[src/rtl/pfs_pkg.sv]
package pfs_pkg;
  typedef enum logic [1:0] {
    CLS_DROP = 2'd0,
    CLS_PART = 2'd1,
    CLS_FULL = 2'd2
  } pfs_cls_e;
endpackage

[src/rtl/pfs_poly.sv]
module pfs_poly #(
  parameter int ATTR_W = 8,
  parameter int PRIO_W = 16
) (
  input  logic [PRIO_W-1:0] c0,
  input  logic [PRIO_W-1:0] c1,
  input  logic [PRIO_W-1:0] c2,
  input  logic [PRIO_W-1:0] c3,
  input  logic [PRIO_W-1:0] c4,
  input  logic [ATTR_W-1:0] thread_p,
  input  logic [ATTR_W-1:0] prob,
  input  logic [ATTR_W-1:0] impl_p,
  output logic [PRIO_W-1:0] score
);
  // wide enough for every term plus carries of a five-term sum
  localparam int PW = 2*ATTR_W + PRIO_W + 3;

  logic [PW-1:0] t0, t1, t2, t3, t4, sum;

  always_comb begin
    t0  = PW'(c0);
    t1  = PW'(c1) * PW'(thread_p);
    t2  = (PW'(c2) * PW'(prob)) >> ATTR_W;
    t3  = PW'(c3) * PW'(impl_p);
    t4  = (PW'(c4) * PW'(thread_p) * PW'(prob)) >> ATTR_W;
    sum = t0 + t1 + t2 + t3 + t4;
    if (|sum[PW-1:PRIO_W]) score = '1;
    else                   score = sum[PRIO_W-1:0];
  end
endmodule

[src/rtl/pfs_sortq.sv]
module pfs_sortq #(
  parameter int DEPTH = 16,
  parameter int KEY_W = 16,
  parameter int PAY_W = 13,
  localparam int CNT_W = $clog2(DEPTH + 1)
) (
  input  logic             clk,
  input  logic             rst_n,
  input  logic             flush,
  input  logic             ins,
  input  logic [KEY_W-1:0] ins_key,
  input  logic [PAY_W-1:0] ins_pay,
  input  logic             pop,
  output logic [CNT_W-1:0] count,
  output logic [KEY_W-1:0] head_key,
  output logic [PAY_W-1:0] head_pay
);
  logic [KEY_W-1:0] key_q [DEPTH];
  logic [KEY_W-1:0] key_d [DEPTH];
  logic [KEY_W-1:0] key_up [DEPTH];
  logic [KEY_W-1:0] key_dn [DEPTH];
  logic [PAY_W-1:0] pay_q [DEPTH];
  logic [PAY_W-1:0] pay_d [DEPTH];
  logic [PAY_W-1:0] pay_up [DEPTH];
  logic [PAY_W-1:0] pay_dn [DEPTH];
  logic [DEPTH-1:0] ge;     // occupied slot that stays ahead of the newcomer
  logic [DEPTH-1:0] ge_up;

  for (genvar g = 0; g < DEPTH; g++) begin : g_slot
    // equal keys count as "ahead", so arrival order survives ties
    assign ge[g] = (CNT_W'(g) < count) && (key_q[g] >= ins_key);
    if (g == 0) begin : g_first
      assign key_up[g] = ins_key;
      assign pay_up[g] = ins_pay;
      assign ge_up[g]  = 1'b1;
    end else begin : g_rest
      assign key_up[g] = key_q[g-1];
      assign pay_up[g] = pay_q[g-1];
      assign ge_up[g]  = ge[g-1];
    end
    if (g == DEPTH - 1) begin : g_tail
      assign key_dn[g] = key_q[g];
      assign pay_dn[g] = pay_q[g];
    end else begin : g_body
      assign key_dn[g] = key_q[g+1];
      assign pay_dn[g] = pay_q[g+1];
    end
  end

  always_comb begin
    for (int i = 0; i < DEPTH; i++) begin
      key_d[i] = key_q[i];
      pay_d[i] = pay_q[i];
      if (ins && !ge[i]) begin
        key_d[i] = ge_up[i] ? ins_key : key_up[i];
        pay_d[i] = ge_up[i] ? ins_pay : pay_up[i];
      end else if (pop && !ins) begin
        key_d[i] = key_dn[i];
        pay_d[i] = pay_dn[i];
      end
    end
  end

  always_ff @(posedge clk or negedge rst_n) begin
    if (!rst_n) begin
      count <= '0;
      for (int i = 0; i < DEPTH; i++) begin
        key_q[i] <= '0;
        pay_q[i] <= '0;
      end
    end else begin
      for (int i = 0; i < DEPTH; i++) begin
        key_q[i] <= key_d[i];
        pay_q[i] <= pay_d[i];
      end
      if (flush)     count <= '0;
      else if (ins)  count <= count + 1'b1;
      else if (pop)  count <= count - 1'b1;
    end
  end

  assign head_key = key_q[0];
  assign head_pay = pay_q[0];
endmodule

[src/rtl/prefetch_sched.sv]
module prefetch_sched #(
  parameter int DEPTH   = 16,
  parameter int TAG_W   = 6,
  parameter int ATTR_W  = 8,
  parameter int PRIO_W  = 16,
  parameter int CHUNK_W = 6
) (
  input  logic               clk,
  input  logic               rst_n,
  input  logic [PRIO_W-1:0]  coef0,
  input  logic [PRIO_W-1:0]  coef1,
  input  logic [PRIO_W-1:0]  coef2,
  input  logic [PRIO_W-1:0]  coef3,
  input  logic [PRIO_W-1:0]  coef4,
  input  logic [PRIO_W-1:0]  thr_lo,
  input  logic [PRIO_W-1:0]  thr_hi,
  input  logic [CHUNK_W-1:0] part_chunks,
  input  logic               cand_valid,
  output logic               cand_ready,
  input  logic [TAG_W-1:0]   cand_tag,
  input  logic [ATTR_W-1:0]  cand_thread,
  input  logic [ATTR_W-1:0]  cand_prob,
  input  logic [ATTR_W-1:0]  cand_impl,
  input  logic               cand_last,
  input  logic               sched_cmd,
  output logic               busy,
  output logic               xfer_valid,
  input  logic               xfer_ready,
  output logic [TAG_W-1:0]   xfer_tag,
  output logic               xfer_full,
  output logic [CHUNK_W-1:0] xfer_chunks,
  output logic [PRIO_W-1:0]  xfer_prio
);
  import pfs_pkg::*;

  localparam int PAY_W = TAG_W + 1 + CHUNK_W;
  localparam int CNT_W = $clog2(DEPTH + 1);

  logic              issuing;
  logic [CNT_W-1:0]  count, count_after;
  logic [PRIO_W-1:0] score;
  logic [PAY_W-1:0]  ins_pay, head_pay;
  pfs_cls_e          cls;
  logic              accept, ins, pop;

  pfs_poly #(.ATTR_W(ATTR_W), .PRIO_W(PRIO_W)) u_poly (
    .c0(coef0), .c1(coef1), .c2(coef2), .c3(coef3), .c4(coef4),
    .thread_p(cand_thread), .prob(cand_prob), .impl_p(cand_impl),
    .score(score)
  );

  always_comb begin
    if (score < thr_lo)       cls = CLS_DROP;
    else if (score >= thr_hi) cls = CLS_FULL;
    else                      cls = CLS_PART;
  end

  assign cand_ready = !issuing && (count < CNT_W'(DEPTH)) && !sched_cmd;
  assign accept     = cand_valid && cand_ready;
  assign ins        = accept && (cls != CLS_DROP);
  assign xfer_valid = issuing && (count != '0) && !sched_cmd;
  assign pop        = xfer_valid && xfer_ready;
  assign ins_pay    = (cls == CLS_FULL) ? {cand_tag, 1'b1, {CHUNK_W{1'b0}}}
                                        : {cand_tag, 1'b0, part_chunks};
  assign count_after = count + CNT_W'(ins);

  pfs_sortq #(.DEPTH(DEPTH), .KEY_W(PRIO_W), .PAY_W(PAY_W)) u_sortq (
    .clk(clk), .rst_n(rst_n), .flush(sched_cmd),
    .ins(ins), .ins_key(score), .ins_pay(ins_pay), .pop(pop),
    .count(count), .head_key(xfer_prio), .head_pay(head_pay)
  );

  always_ff @(posedge clk or negedge rst_n) begin
    if (!rst_n) begin
      issuing <= 1'b0;
    end else if (sched_cmd) begin
      issuing <= 1'b0;
    end else if (accept && (cand_last || count_after == CNT_W'(DEPTH))
                 && count_after != '0) begin
      issuing <= 1'b1;
    end else if (pop && count == CNT_W'(1)) begin
      issuing <= 1'b0;
    end
  end

  assign busy        = issuing;
  assign xfer_tag    = head_pay[PAY_W-1 -: TAG_W];
  assign xfer_full   = head_pay[CHUNK_W];
  assign xfer_chunks = head_pay[CHUNK_W-1:0];
endmodule

[config.mk]
export PLATFORM = sky130hd
export DESIGN_NAME = prefetch_sched
export DESIGN_NICKNAME = d
export VERILOG_FILES = /design/src/rtl/pfs_pkg.sv /design/src/rtl/pfs_poly.sv /design/src/rtl/pfs_sortq.sv /design/src/rtl/prefetch_sched.sv
export SDC_FILE = /design/constraint.sdc
export NUM_CORES = 2
export LEC_CHECK = 0
export ABC_AREA = 0
export BUFFER_PORTS_ARGS = -buffer_cell sky130_fd_sc_hd__buf_4
export CORE_ASPECT_RATIO = 1.5
export CORE_MARGIN = 4
export CORE_UTILIZATION = 35
export CTS_BUF_LIST = sky130_fd_sc_hd__clkbuf_8
export DETAILED_ROUTE_END_ITERATION = 7
export PLACE_DENSITY = 0.54
export SLEW_MARGIN = 15
export SYNTH_ARGS = -nofsm -noshare
export SYNTH_HDL_FRONTEND = slang
export SYNTH_HIERARCHICAL = 1
export SYNTH_SLANG_ARGS = --single-unit
[constraint.sdc]
create_clock -name clk -period 4.7 [get_ports clk]
set_input_delay 0.94 -clock clk [delete_from_list [all_inputs] [get_ports clk]]
set_output_delay 0.94 -clock clk [all_outputs]
set_load 0.05 [all_outputs]
* Word-level counts from Yosys, hierarchy flattened
Index checks and enable logic that the tools add are counted.
Word-level totals: register bits after elaboration 470
Cells by class: add/subtract/negate cells 7, multipliers 5, magnitude comparators 35, equal/unequal tests 3, muxes and demuxes 100, reduce and logical (&&, ||, !) cells 84
Operators by type and width (number):
- $mux W16 | 46
- $mux W13 | 45
- $ge A16 B16 Y1 | 17
- $mul A16 B8 Y24 | 4
- $add A35 B24 Y35 | 2
- $logic_and A1 B1 Y1 | 43
- $lt A4 B5 Y1 const A | 8
- $add A35 B16 Y35 | 1
- $mul A24 B8 Y32 | 1
- $reduce_bool A2 Y1 | 16
- $add A16 B24 Y25 | 1
- $lt A3 B5 Y1 const A | 4
- $logic_not A1 Y1 | 19
- $reduce_or A19 Y1 | 1
- $lt A16 B16 Y1 | 1
- $mux W5 | 3
- $lt A1 B5 Y1 const A | 2
- $lt A2 B5 Y1 const A | 2
- $reduce_bool A5 Y1 | 2
- $mux W7 | 1
- $reduce_bool A3 Y1 | 2
- $add A5 B1 Y5 | 1
- $add A5 B1 Y5 const B | 1
- $eq A5 B1 Y1 const B | 1
- other kinds (7) | 10

* Logic depth before layout (Yosys ltp)
depth after elaboration 19, depth in mapped cells 67, mapped depth without buffers 63

* Cells and area by module
The synthesis kept the hierarchy.
By module, submodules not included:
- pfs_sortq | times used 1, cells each 3107, area an instance 31888.1 um2
- pfs_poly | times used 1, cells each 2589, area an instance 22929.5 um2
- prefetch_sched | times used 1, cells each 134, area an instance 1011.0 um2

* Worst setup path before layout
OpenSTA, ideal clock, no wires.
kind input -> register, start input port cand_thread[7], end register u_sortq.pay_q, in the netlist u_sortq/pay_dn[157], library setup time 146 ps, data arrival time 16580 ps, slack -12026 ps, cell stages on the path 61, cells stage by stage clkbuf_1 nand2_1 fa_1 fa_1 inv_1 fa_1 inv_1 fa_1 inv_1 ha_1 a21oi_1 o21ai_0 a21oi_1 nor2_1 o21ai_0 nand2_1 xor2_1 and2_1 [25 not listed] a31oi_1 nand3_1 a41o_1 a2111oi_4 a211oi_2 nor4_4 nand4b_1 nand2b_1 a2111o_1 a41oi_1 o21ai_1 nor2b_1 nor2b_1 buf_2 clkbuf_1 clkbuf_1 mux2i_1 mux2i_1
On the way: word-level cells in the longest chain between the ends 15, elaborated cells on any way between the ends 28
Ends and longest elaborated chain:
- from (decl) | RTL line prefetch_sched.sv:21 | input logic [ATTR_W-1:0] cand_thread,
- $mul A16 B8 Y24 | RTL line pfs_poly.sv:22 | t1 = PW'(c1) * PW'(thread_p);
- $add A16 B24 Y25 | RTL line pfs_poly.sv:26 | sum = t0 + t1 + t2 + t3 + t4;
- $add A35 B16 Y35 | RTL line pfs_poly.sv:26
- $add A35 B24 Y35 | RTL line pfs_poly.sv:26
- $add A35 B24 Y35 * | RTL line pfs_poly.sv:26
- $reduce_or A19 Y1 | RTL line pfs_poly.sv:27 | if (|sum[PW-1:PRIO_W]) score = '1;
- $mux W16 * | RTL line pfs_poly.sv:27
- named net score[0] | RTL line prefetch_sched.sv:41 | logic [PRIO_W-1:0] score;
- $ge A16 B16 Y1 | RTL line prefetch_sched.sv:54 | else if (score >= thr_hi) cls = CLS_FULL;
- $mux W2 | RTL line prefetch_sched.sv:54
- $mux W2 * | RTL line prefetch_sched.sv:53 | if (score < thr_lo) cls = CLS_DROP;
- $reduce_bool A2 Y1 * | RTL line prefetch_sched.sv:60 | assign ins = accept && (cls != CLS_DROP);
- $logic_and A1 B1 Y1 * | RTL line prefetch_sched.sv:60
- named net ins | RTL line prefetch_sched.sv:44 | logic accept, ins, pop;
- $logic_not A1 Y1 | RTL line pfs_sortq.sv:57 | end else if (pop && !ins) begin
- $logic_and A1 B1 Y1 | RTL line pfs_sortq.sv:57
- $reduce_bool A2 Y1 (no line)
- to (signal, indexed assignment) | RTL line pfs_sortq.sv:74 | pay_q[i] <= pay_d[i];
- to (decl) | RTL line pfs_sortq.sv:22 | logic [PAY_W-1:0] pay_q [DEPTH];
The timed path passes the listed nets; every way through them passes the cells marked *. A chain may end at the register's enable or synchronous reset.

* Worst setup path in the final report
start input port cand_thread[5], end register issuing, in the netlist busy
On the way: word-level cells in the longest chain between the ends 19, elaborated cells on any way between the ends 24
Ends and longest elaborated chain:
- $mul A16 B8 Y24 | RTL line pfs_poly.sv:22
- $add A16 B24 Y25 | RTL line pfs_poly.sv:26
- $add A35 B16 Y35 | RTL line pfs_poly.sv:26
- $add A35 B24 Y35 | RTL line pfs_poly.sv:26
- $add A35 B24 Y35 * | RTL line pfs_poly.sv:26
- $reduce_or A19 Y1 | RTL line pfs_poly.sv:27
- $mux W16 * | RTL line pfs_poly.sv:27
- named net score[10] | RTL line prefetch_sched.sv:41
- [5 not listed]
- named net ins | RTL line prefetch_sched.sv:44
- $add A5 B1 Y5 * | RTL line prefetch_sched.sv:65 | assign count_after = count + CNT_W'(ins);
- $eq A5 B5 Y1 | RTL line prefetch_sched.sv:78 | end else if (accept && (cand_last || count_after == CNT_W'(DEPTH))
- $logic_or A1 B1 Y1 | RTL line prefetch_sched.sv:78
- $logic_and A1 B1 Y1 | RTL line prefetch_sched.sv:78
- $logic_and A1 B1 Y1 * | RTL line prefetch_sched.sv:79 | && count_after != '0) begin
- $mux W1 | RTL line prefetch_sched.sv:78
- $mux W1 | RTL line prefetch_sched.sv:76 | end else if (sched_cmd) begin
- to (signal assigned) | RTL line prefetch_sched.sv:75 | issuing <= 1'b0;
- to (signal assigned) | RTL line prefetch_sched.sv:77 | issuing <= 1'b0;
- to (signal assigned) | RTL line prefetch_sched.sv:80 | issuing <= 1'b1;
- to (decl) | RTL line prefetch_sched.sv:39 | logic issuing;
Marks and branches as above.

==> summary.md <==
| Metric | Value |
|---|---|
| Status | finished with violations |
| Failing checks | setup timing |
| Core footprint | 159000 sq um |
| Post-synth EDFFs | 0 |
| Clock Skews | 0.0485 ns |
| Detailed placer's ending HPWL | 159000 um |
| Critical Path Max Stage Delay | 0.59 ns |
| Critical path launch point type | input pin |
| Yosys cell types | 93 |
| Mapped cell area | 55800 sq um |
| Routed wire length | 220000 um |
| Antenna-violating nets left | 0 |
| First-pass GRT wire length | 325000 um |
| Worst Path Arrival | 15.95 ns |
| Rows | 179 |
| Final Worst Setup Slack | -10.63 ns |
| Port-buffer cells | 185 |
| Avg WL per Cell | 24.5 um |
| Initial antenna violation count | 10 |
| Final Net Count | 8093 |
| Layout cells sized above 1 | 0.294 |
| Mapped Nets | 7053 |
| Slew of the pin with the lowest slew margin | 1.24 ns |
| Post-route minimum period | 15.33 ns |
| Area growth, synth to finish | 35.2% |
| Final Hold Vio Count | 0 |
| FFs w/ async S/R, synth | 1.00 |
| # fillers | 14900 |
| Multi-input gate area | 43200 sq um |
| Tcrit/Tclk final | 3.26 |
| Slew Viols, Final | 0 |
| Via count | 48600 |
| Sink Count | 470 |
| Sequential area share after synthesis | 0.211 |
| Max-cap violation count | 0 |
| H-Tree Depth | 3 |
| Die width | 334 um |
| Synth Register Bits | 470 |
| Hold WC Path Type | in -> async |
| Max_slew headroom | 0.164 |
| Critical path peak fanout | 7 |
| Most frequent cell on the critical path | fa_1 |
| TritonCTS buffer count | 73 |
| Root Driver | clkbuf_8 |
| R2R Setup Slk | 1.39 ns |
| Starting Density | 0.352 |
| Vias in the first global route | 52900 |
| DRT iter0 DRCs | 2467 |
| GR Overflow Total | 0 |
| Largest net degree at the start of global routing | 94 |
| Final Cell Area | 75500 sq um |
| Register area | 11800 sq um |
| Cell area after placement | 66200 sq um |
| DR pass1 iterations | 7 |
| Io pins | 186 |
| Setup violators final | 470 |
| CTS clk-pin slew, worst paths | 0.07 ns |
| Die area | 166000 sq um |
| Synth Area per Inst | 9.58 sq um |
| CTS tree | built |
| DR vias/cell | 5.39 |
| Placer Congestion | 0.942 |
| Gr usage total | 0.257 |
| Clock latency on the worst-skew pair | 0.74 ns |
| WP data required | 5.31 ns |
| RSZ-0062 raised after global routing | yes |
| Clock Tree Buf Depth | 3 |
| Cts hold-fix bufs | 0 |
| Kind of critical path | in -> reg |
| CP Capture Type | register |
| Predominant post-synthesis flop cell | dfrtp_1 |
| Cells after Synth | 5830 |
| DRC viols | 0 |
| Critical path's slowest cell | fa_1 |
| Maximum clock rate | 65.2 MHz |
| Die H | 497 um |
| Ys Warns | 6 |
state kept, by name (all words and copies together), names as in the netlist:
register	cells
busy	1
u_sortq/head_key	16
u_sortq/count	5
u_sortq/pay_dn	195
u_sortq/head_pay	13
u_sortq/key_dn	240
synthesized netlist by cell type (all sizes together) (6+ instances only):
library cell,count,area [sq um]
a2111oi,22,262
a211o,6,52.6
a211oi,103,833
a21boi,13,97.6
a21o,71,533
a21oi,239,1240
a221oi,20,175
a22oi,53,398
a31oi,51,319
a32o,14,140
a32oi,12,105
and2,412,2580
and3,19,119
and4,6,52.6
buf,104,671
clkbuf,225,845
dfrtp,470,11800
fa,562,11300
ha,507,6340
inv,746,2800
mux2,59,664
mux2i,678,6790
nand2,540,2030
nand2b,35,234
nand3,70,355
nand3b,6,45.0
nand4,58,363
nor2,151,567
nor2b,71,444
nor3,44,220
nor4,6,52.6
o211ai,30,265
o21a,22,165
o21ai,109,549
o21bai,31,233
o221ai,65,569
o22ai,36,225
o32ai,13,114
or2,8,50.1
xnor2,46,403
xor2,29,254
worst paths after layout:
path | cells after the start | from | end
hold / removal | 1 | rst_n | u_sortq/key_dn[115]$_DFFE_PN0P_
setup reg to reg | 11 | u_sortq/count[4]$_DFFE_PN0P_ | u_sortq/pay_dn[163]$_DFFE_PN0P_
setup / recovery | 64 | cand_thread[5] | busy$_DFFE_PN0P_
hold reg to reg | 1 | u_sortq/pay_dn[7]$_DFFE_PN0P_ | u_sortq/pay_dn[7]$_DFFE_PN0P_
max in group asynchronous | 2 | rst_n | u_sortq/count[1]$_DFFE_PN0P_
min in group clk | 2 | sched_cmd | u_sortq/count[4]$_DFFE_PN0P_
cell usage in the layout (no fill, tap or decap), types with 55 or more instances in the layout:
| cell | count |
|---|---|
| nand3_1 | 56 |
| buf_12 | 131 |
| clkbuf_8 | 92 |
| a21o_1 | 70 |
| mux2i_1 | 665 |
| ha_1 | 443 |
| dfrtp_1 | 470 |
| mux2_2 | 55 |
| and2_1 | 379 |
| ha_4 | 60 |
| buf_4 | 915 |
| o21ai_0 | 72 |
| nand4_1 | 58 |
| buf_6 | 136 |
| inv_1 | 728 |
| nand2_1 | 515 |
| a21oi_1 | 168 |
| a21oi_2 | 61 |
| buf_16 | 58 |
| nor2b_1 | 61 |
| nor2_1 | 125 |
| fa_1 | 552 |
repair_timing:
action                     CTS  global route
setup endpoints to repair  470           470
pin swaps                  190           139
cloned                      62            15
gates resized for setup    598           302
setup buffers              198            64
worst max-delay path, delay by kind of cell:
family / cells / cell delay (ns)
AO/OA/AOI/OAI: 20 / 3.75
buffers and inverters: 13 / 1.21
adder cells (fa/ha/maj): 18 / 7.34
XOR/XNOR: 2 / 0.33
AND/OR/NAND/NOR: 10 / 2.16
multiplexers: 1 / 0.21
layout make-up:
| type | count | share of cell area |
|---|---|---|
| repair buffers | 1294 | 0.181 |
| inverters | 746 | 0.0376 |
| flip-flops and latches | 470 | 0.156 |
| clock buffers | 92 | 0.0168 |
| clock inverters | 28 | 0.00211 |
| multi-input cells | 4285 | 0.572 |
| well taps | 2081 | 0.0345 |
| diodes | 7 | 0.000232 |
layer usage:
layer / routed length (um) / GRT usage / up-vias
met5: 13 / 0 / -
met4: 23700 / 0.209 / 2
met3: 9020 / 0.0357 / 737
met2: 114000 / 0.474 / 1502
met1: 73700 / 0.255 / 24400
li1: - / - / 21900
cells by family after synthesis:
kind of cell	count (synthesis)	share of synthesized area
mux	737	0.133
simple gates	1445	0.130
flops	470	0.211
xor+xnor	75	0.0118
buf+inv	1075	0.0773
fa+ha+maj	1069	0.315
compound gates	959	0.121
through the flow:
stage,TNS [ns],hold WS [ns],setup WS [ns],instances,util
2_1_floorplan,-4939.24,0.479,-10.69,5830,-
3_3_place_gp,-5512.10,0.489,-11.84,8571,0.418
3_5_place_dp,-5547.57,0.499,-11.92,8571,0.418
4_1_cts,-4867.88,0.257,-10.48,8936,0.464
5_1_grt,-5108.23,0.287,-11.02,8997,0.476
6_report,-4925.61,0.261,-10.63,9003,0.476
Power is left out: the tool's default activity adds up to more than one toggle a clock period on the data nets, which glitch-free logic cannot reach.
